===== config.mk =====
export PLATFORM = sky130hd
export DESIGN_NAME = dynLut2Unit
export DESIGN_NICKNAME = d
export VERILOG_FILES = /design/src/rtl/dynLutPkg.sv /design/src/rtl/dynLutCtrl.sv /design/src/rtl/dynLutPath.sv /design/src/rtl/dynLut2Unit.sv
export SDC_FILE = /design/constraint.sdc
export NUM_CORES = 1
export LEC_CHECK = 0
export CORE_AREA = 5 5 97 99
export DETAILED_ROUTE_END_ITERATION = 12
export DIE_AREA = 0 0 102 104
export DONT_BUFFER_PORTS = 1
export PLACE_DENSITY = 0.69
export SLEW_MARGIN = 20
export SYNTH_ARGS = -nofsm -noshare
export SYNTH_HDL_FRONTEND = slang
export SYNTH_SLANG_ARGS = --single-unit
export TNS_END_PERCENT = 30

===== constraint.sdc =====
create_clock -name clk -period 4 [get_ports clk]
set_clock_uncertainty 0.05 [all_clocks]
set_input_delay 0.2 -clock clk [delete_from_list [all_inputs] [get_ports clk]]
set_output_delay 0.2 -clock clk [all_outputs]
set_load 0.02 [all_outputs]

===== src/rtl/dynLutPkg.sv =====
package dynLutPkg;
  localparam int NIB_W = 4;

  typedef struct packed {
    logic capture;
  } lutStrobe_t;
endpackage


===== src/rtl/dynLutCtrl.sv =====
module dynLutCtrl
  import dynLutPkg::*;
(
  input  logic       clk,
  input  logic       rstN,
  input  logic       reqValid,
  output lutStrobe_t strobe,
  output logic       respValid
);
  always_comb begin
    strobe = '0;
    strobe.capture = reqValid;
  end

  always_ff @(posedge clk) begin
    if (!rstN) respValid <= 1'b0;
    else       respValid <= reqValid;
  end
endmodule


===== src/rtl/dynLutPath.sv =====
module dynLutPath
  import dynLutPkg::*;
#(
  parameter int DATA_W = 64,
  parameter int SEL_W  = 1
) (
  input  logic              clk,
  input  logic              rstN,
  input  lutStrobe_t        strobe,
  input  logic [DATA_W-1:0] srcA,
  input  logic [DATA_W-1:0] srcB,
  input  logic [DATA_W-1:0] tableReg,
  input  logic [SEL_W-1:0]  nibSel,
  output logic [DATA_W-1:0] result
);
  localparam int NUM_NIB = 2 ** SEL_W;
  localparam int TBL_USED = NUM_NIB * NIB_W;

  logic [NIB_W-1:0]  nibArr [NUM_NIB];
  logic [NIB_W-1:0]  selNib;
  logic [DATA_W-1:0] laneOut;

  for (genvar n = 0; n < NUM_NIB; n++) begin : g_nib
    assign nibArr[n] = tableReg[n*NIB_W +: NIB_W];
  end

  if (TBL_USED < DATA_W) begin : g_spare
    logic unusedTblHi;
    assign unusedTblHi = ^tableReg[DATA_W-1:TBL_USED];
  end

  assign selNib = nibArr[nibSel];

  for (genvar i = 0; i < DATA_W; i++) begin : g_lane
    logic [1:0] laneIdx;
    assign laneIdx    = {srcB[i], srcA[i]};
    assign laneOut[i] = selNib[laneIdx];
  end

  always_ff @(posedge clk) begin
    if (!rstN)               result <= '0;
    else if (strobe.capture) result <= laneOut;
  end
endmodule


===== src/rtl/dynLut2Unit.sv =====
module dynLut2Unit
  import dynLutPkg::*;
#(
  parameter int DATA_W = 64,
  parameter int SEL_W  = 1
) (
  input  logic              clk,
  input  logic              rstN,
  input  logic              reqValid,
  input  logic [DATA_W-1:0] srcA,
  input  logic [DATA_W-1:0] srcB,
  input  logic [DATA_W-1:0] tableReg,
  input  logic [SEL_W-1:0]  nibSel,
  output logic              respValid,
  output logic [DATA_W-1:0] result
);
  lutStrobe_t strobe;

  dynLutCtrl ctrl_i (
    .clk(clk), .rstN(rstN), .reqValid(reqValid),
    .strobe(strobe), .respValid(respValid)
  );

  dynLutPath #(.DATA_W(DATA_W), .SEL_W(SEL_W)) path_i (
    .clk(clk), .rstN(rstN), .strobe(strobe),
    .srcA(srcA), .srcB(srcB), .tableReg(tableReg), .nibSel(nibSel),
    .result(result)
  );
endmodule


## Yosys cells after proc, flatten, opt, wreduce, memory -nomap -nowiden

Index checks and enable logic that the tools add are counted.

- Logic and storage cells: 199
- Output and inout port bits: 65
- Bits in registers: 65
- Input port bits: 196

- Muxes and demuxes: 131
- Bitwise logic cells: 1
- Order comparisons: 65

Operator list:

| kind | number |
|---|---|
| $lt 2x3->1 const B | 64 |
| $bmux 1 s2 | 64 |
| $mux 1 | 64 |
| $mux 4 | 3 |
| $ge 2x2->1 const B | 1 |
| $not 1->2 | 1 |

## Longest topological paths before layout

- Word-level depth: 6
- Mapped depth: 5
- Gate-level depth less buffers: 3

## Hierarchy

A second synthesis with hierarchy kept.

- Cell total of the unflattened synthesis: 309
- Area, all modules: 3787.4 µm²

By module, submodules not included:

| module | cells each | area an instance (µm²) | times used | sequential area each (µm²) |
|---|---|---|---|---|
| dynLutPath | 306 | 3753.6 | 1 | 1281.2 |
| dynLutCtrl | 3 | 33.8 | 1 | 20.0 |

## Worst setup path before layout

Ideal clock, no wire load.

- Path kind: input to register
- Start point: input port nibSel
- End point: register path_i.result[23]
- Path slack: 2.598 ns
- Cell stages on the path: 5
- Path buffers: 2
- Setup time: 0.070 ns
- Arrival: 1.282 ns
- Required time: 3.880 ns
- Cells stage by stage: buf_6 mux2i_2 buf_4 mux4_1 a21oi_1

- Word-level cells in the longest chain between the ends: 6

Ends and longest elaborated chain:

| element | line | RTL |
|---|---|---|
| start, declared | dynLut2Unit.sv:13 | `input logic [SEL_W-1:0] nibSel,` |
| $not 1->2 (not written as such) | dynLutPath.sv:32 | `assign selNib = nibArr[nibSel];` |
| $mux 4 (not written as such) (3 in series) | dynLutPath.sv:32 |  |
| $bmux 1 s2 | dynLutPath.sv:37 | `assign laneOut[i] = selNib[laneIdx];` |
| $mux 1 (not written as such) | dynLutPath.sv:37 |  |
| end signal, assigned | dynLutPath.sv:42 | `else if (strobe.capture) result <= laneOut;` |
| end, declared | dynLutPath.sv:14 | `output logic [DATA_W-1:0] result` |

Every way passes these cells. The select of a mux whose other input is x is not followed.
A chain may end at the register's enable or synchronous reset.

## Worst setup path in the final report

- Start point: input port nibSel
- End point: register path_i.result[15]

The elaborated chain is that of the path after synthesis.

==> flow_results.org <==
** Global route
- Initial antenna violation count :: 0
- First-pass GRT wire length :: between 15 and 20 mm
- Number of global-route vias before repair :: 2764
- For this run, the total global-route usage over all layers was measured as 18.80%.
- Maximum number of pins on one net before global-route repair :: 67
- After global routing the overflow that remains totals 0.

** Routing
- DR vias :: 2752
- Detailed-routing iteration count for the pre-antenna-repair pass :: 6
- After the first detailed-routing iteration, the DRC count stood at 128.
- After detailed routing, the number of remaining DRC violations is 0.
- The routed design has 10.29 mm of wire.
- Number of vias per cell :: 6.967
- The detail route stage leaves a number of antenna-violating nets equal to 0.
- After detailed routing, the average wire length per cell comes to 26.05 um.

** Synth
- In the synthesized netlist the async set-or-reset flop fraction comes to 0%.
- Total of flip-flops plus latches after synthesis :: 65
- By instance count, the leading cell after synthesis is sky130_fd_sc_hd__dfxtp_1.
- Synth Area per Inst :: 12.27 sq um
- After technology mapping, the gate count stands at 308.
- Share of the yosys chip area belonging to registers :: 34.43%
- The number of nets handed over by synthesis was 504.
- The commonest cells after synthesis are sky130_fd_sc_hd__dfxtp_1, sky130_fd_sc_hd__a21oi_1, sky130_fd_sc_hd__o21ai_0, sky130_fd_sc_hd__mux4_1, sky130_fd_sc_hd__clkbuf_1.
- Yosys warning total :: 0
- The synthesized netlist contains 12 unique library cells.
- Main synth FF type :: sky130_fd_sc_hd__dfxtp_1
- In this run, synthesis inferred 0 flip-flops with an integrated enable.
- Post-synth top area share :: about a third
- After synthesis, the cell types taking the most area are sky130_fd_sc_hd__dfxtp_1, sky130_fd_sc_hd__mux4_1, sky130_fd_sc_hd__mux4_2.
- Summed instance area of the synthesized netlist :: 3780 sq um
- The largest total area in the synthesized netlist belongs to sky130_fd_sc_hd__dfxtp_1.

** Critical path
- Critical path required time :: ~4.2 ns
- Setup slack on the worst reg-to-reg path comes out at about 2.6 ns.
- Of all nets on the critical path, the largest fanout is 64.
- Walking the worst path, the cells encountered are mux2i_4 > buf_4 > mux4_2 > a21oi_1 > dlygate4sd3_1.
- Data arrives at the worst endpoint at 1.94 ns.
- By startpoint and endpoint, the worst setup path is classified as in2reg.
- The worst setup path is launched from an input port.
- The critical path contains buffers and inverters numbering 2 combined.
- The critical path runs through a total of 5 cells.
- Worst path top cell family by delay :: buffers and inverters
- For the worst flop-to-flop path, the logic depth is 3.
- For this run, the slowest stage of the critical path takes approximately 0.58 ns.
- The largest individual stage delay along the critical path comes from the cell sky130_fd_sc_hd__dlygate4sd3_1.
- The worst setup path is captured at a register.

** Placement
- Including well taps, the total number of placed cells is 374.
- The placed instances occupy a cell area of between 3000 and 4000 sq um.
- Final estimated routing congestion in global placement :: 0.7322
- OpenSTA, run right after detailed placement, puts the worst setup slack at 2.468 ns.
- Input and output buffers added on the ports amount to 0.
- Detailed placement ended at an HPWL of 6.360 mm.

** Run
- Across the run, the number of max-cap violations was 0.

** Pwr
- Design Power :: roughly 1.6 mW
- P per Cell Area :: roughly 390 nW/um^2
- For this design the static power due to leakage is 1.436 nW.
- IR analysis of the VDD net gives a maximum drop of 0.1387 mV.

** Clock network
- The clock passes through at most 2 buffers.
- Root Buffer :: sky130_fd_sc_hd__clkbuf_8
- Clock slew seen by the registers of the worst setup and hold paths :: 0.08 ns
- H-tree Lvls :: 3
- Clk Latency, worst-skew pair :: 0.34 ns
- Number of clock buffers inserted by TritonCTS :: 9
- Sinks on the clock net :: 65
- TritonCTS built the clock tree.

** Floorplanning
- After floorplanning, the core was divided into 34 placement rows.
- The floorplan step set the die height to 104 um.
- I/O pin count :: approximately 260
- For this configuration, the core starts out at a cell density of 44.65%.
- Area of the core :: 8466 sq um
- The floorplan step defined a die boundary enclosing ~11000 sq um.
- Measured along the x axis, the die boundary spans 102 um.

** Layout
- Final net count :: about 480
- Area growth from synthesis to layout :: 6.620%
- The post-route netlist has a little under a fifth of its cells at a drive strength greater than 1.
- Cell Count, Final, Fillers Out :: 395
- The finished cells cover a little over 4000 sq um.
- The repair_antennas step left the layout with diodes totalling 0.
- Final Util :: 47.61%

** STA
- Final-report hold violation count :: 0
- Post-route setup TNS :: 0 ns
- Setup repair after global routing left no endpoint under its margin.
- The worst path needs 1.709 ns of the cycle, external delays included.
- Finish-stage setup viols :: 0
- Number of pins exceeding their max-slew limit in the final report :: 0
- Derived from the worst setup path, the maximum achievable clock frequency is a little under 600 MHz.
- At the pin with the least slew margin, the transition time is 0.5299 ns.
- Headroom to the max-slew limit :: 64.67%
- Worst setup margin :: between 2 and 2.5 ns
- Final period utilization :: between 40% and 50%
- Hold timing on the final database bottoms out at a slack of 0.03094 ns.

** Min path
- Along the worst hold path, the cell count comes to 2.
- The tightest min-delay check is of the in2reg type.

** Run status
- The flow ran to the end, and the final reports show no timing, DRC or antenna violations.
## worst paths after layout
path	from	end
hold / removal	reqValid	path_i.result[19]
setup reg to reg	path_i.result[15]	path_i.result[15]
hold reg to reg	path_i.result[0]	path_i.result[0]
setup / recovery	nibSel	path_i.result[15]
## state kept, by name (all words and copies together), names as in the netlist
| name | count |
|---|---|
| path_i.result | 64 |
| ctrl_i.respValid | 1 |
## logic make-up (layout without fill, tap and decap cells)
family                 Yosys count  after routing  synth area share (%)
AOI/OAI and AO/OA              128            128                 16.95
muxes                           68             68                 43.16
DFF                             65             65                 34.43
buffers and inverters           46             25                 5.296
and+or+nand+nor                  1              1                0.1656
## cell type report
| cell class | count | area [sq um] |
|---|---|---|
| Clock buffer | 10 | 127.6 |
| Clock inverter | 6 | 45.04 |
| Fill cell | 739 | 4436 |
| Multi-Input combinational cell | 197 | 2313 |
| Sequential cell | 65 | 1301 |
| Tap cell | 108 | 135.1 |
| Timing Repair Buffer | 9 | 107.6 |
## report_power, final
group | leakage, nW | switching, mW | internal [mW]
clock network | 0.0785 | 0.264 | 0.226
registers | 0.541 | 0.107 | 0.703
logic | 0.817 | 0.115 | 0.162
total | 1.44 | 0.486 | 1.09
## metal layers
| metal | wire (um) | GRT usage [%] | up-vias |
|---|---|---|---|
| met1 | 3719 | 22.84 | 1356 |
| met2 | 5200 | 30.45 | 172 |
| met4 | 266 | 7.216 | 0 |
| li1 | - | - | 1200 |
| met5 | 0 | 0 | - |
| met3 | 1103 | 6.439 | 24 |
## placed cells by master, fill, tap and decap left out
cell type / synthesis / layout
sky130_fd_sc_hd__dfxtp_1: 65 / 65
sky130_fd_sc_hd__o21ai_0: 64 / 64
sky130_fd_sc_hd__a21oi_1: 64 / 64
sky130_fd_sc_hd__mux4_1: 36 / 36
sky130_fd_sc_hd__mux4_2: 28 / 28
sky130_fd_sc_hd__clkbuf_8: 0 / 9
sky130_fd_sc_hd__mux2i_4: 0 / 4
sky130_fd_sc_hd__buf_4: 1 / 4
sky130_fd_sc_hd__clkinvlp_4: 0 / 3
sky130_fd_sc_hd__dlygate4sd3_1: 0 / 3
sky130_fd_sc_hd__clkinv_4: 0 / 2
sky130_fd_sc_hd__and2_1: 1 / 1
sky130_fd_sc_hd__clkbuf_1: 31 / 1
sky130_fd_sc_hd__clkinv_2: 0 / 1
sky130_fd_sc_hd__buf_16: 0 / 1
sky130_fd_sc_hd__buf_12: 0 / 1
## repair_timing
action | 4_1_cts | 5_1_grt
hold endpoints to repair | 65 | 0
gates resized for setup | 0 | 0
setup buffers | 0 | 0
hold buffers | 5 | 0
Note: power is estimated with default switching activity, not from simulation.
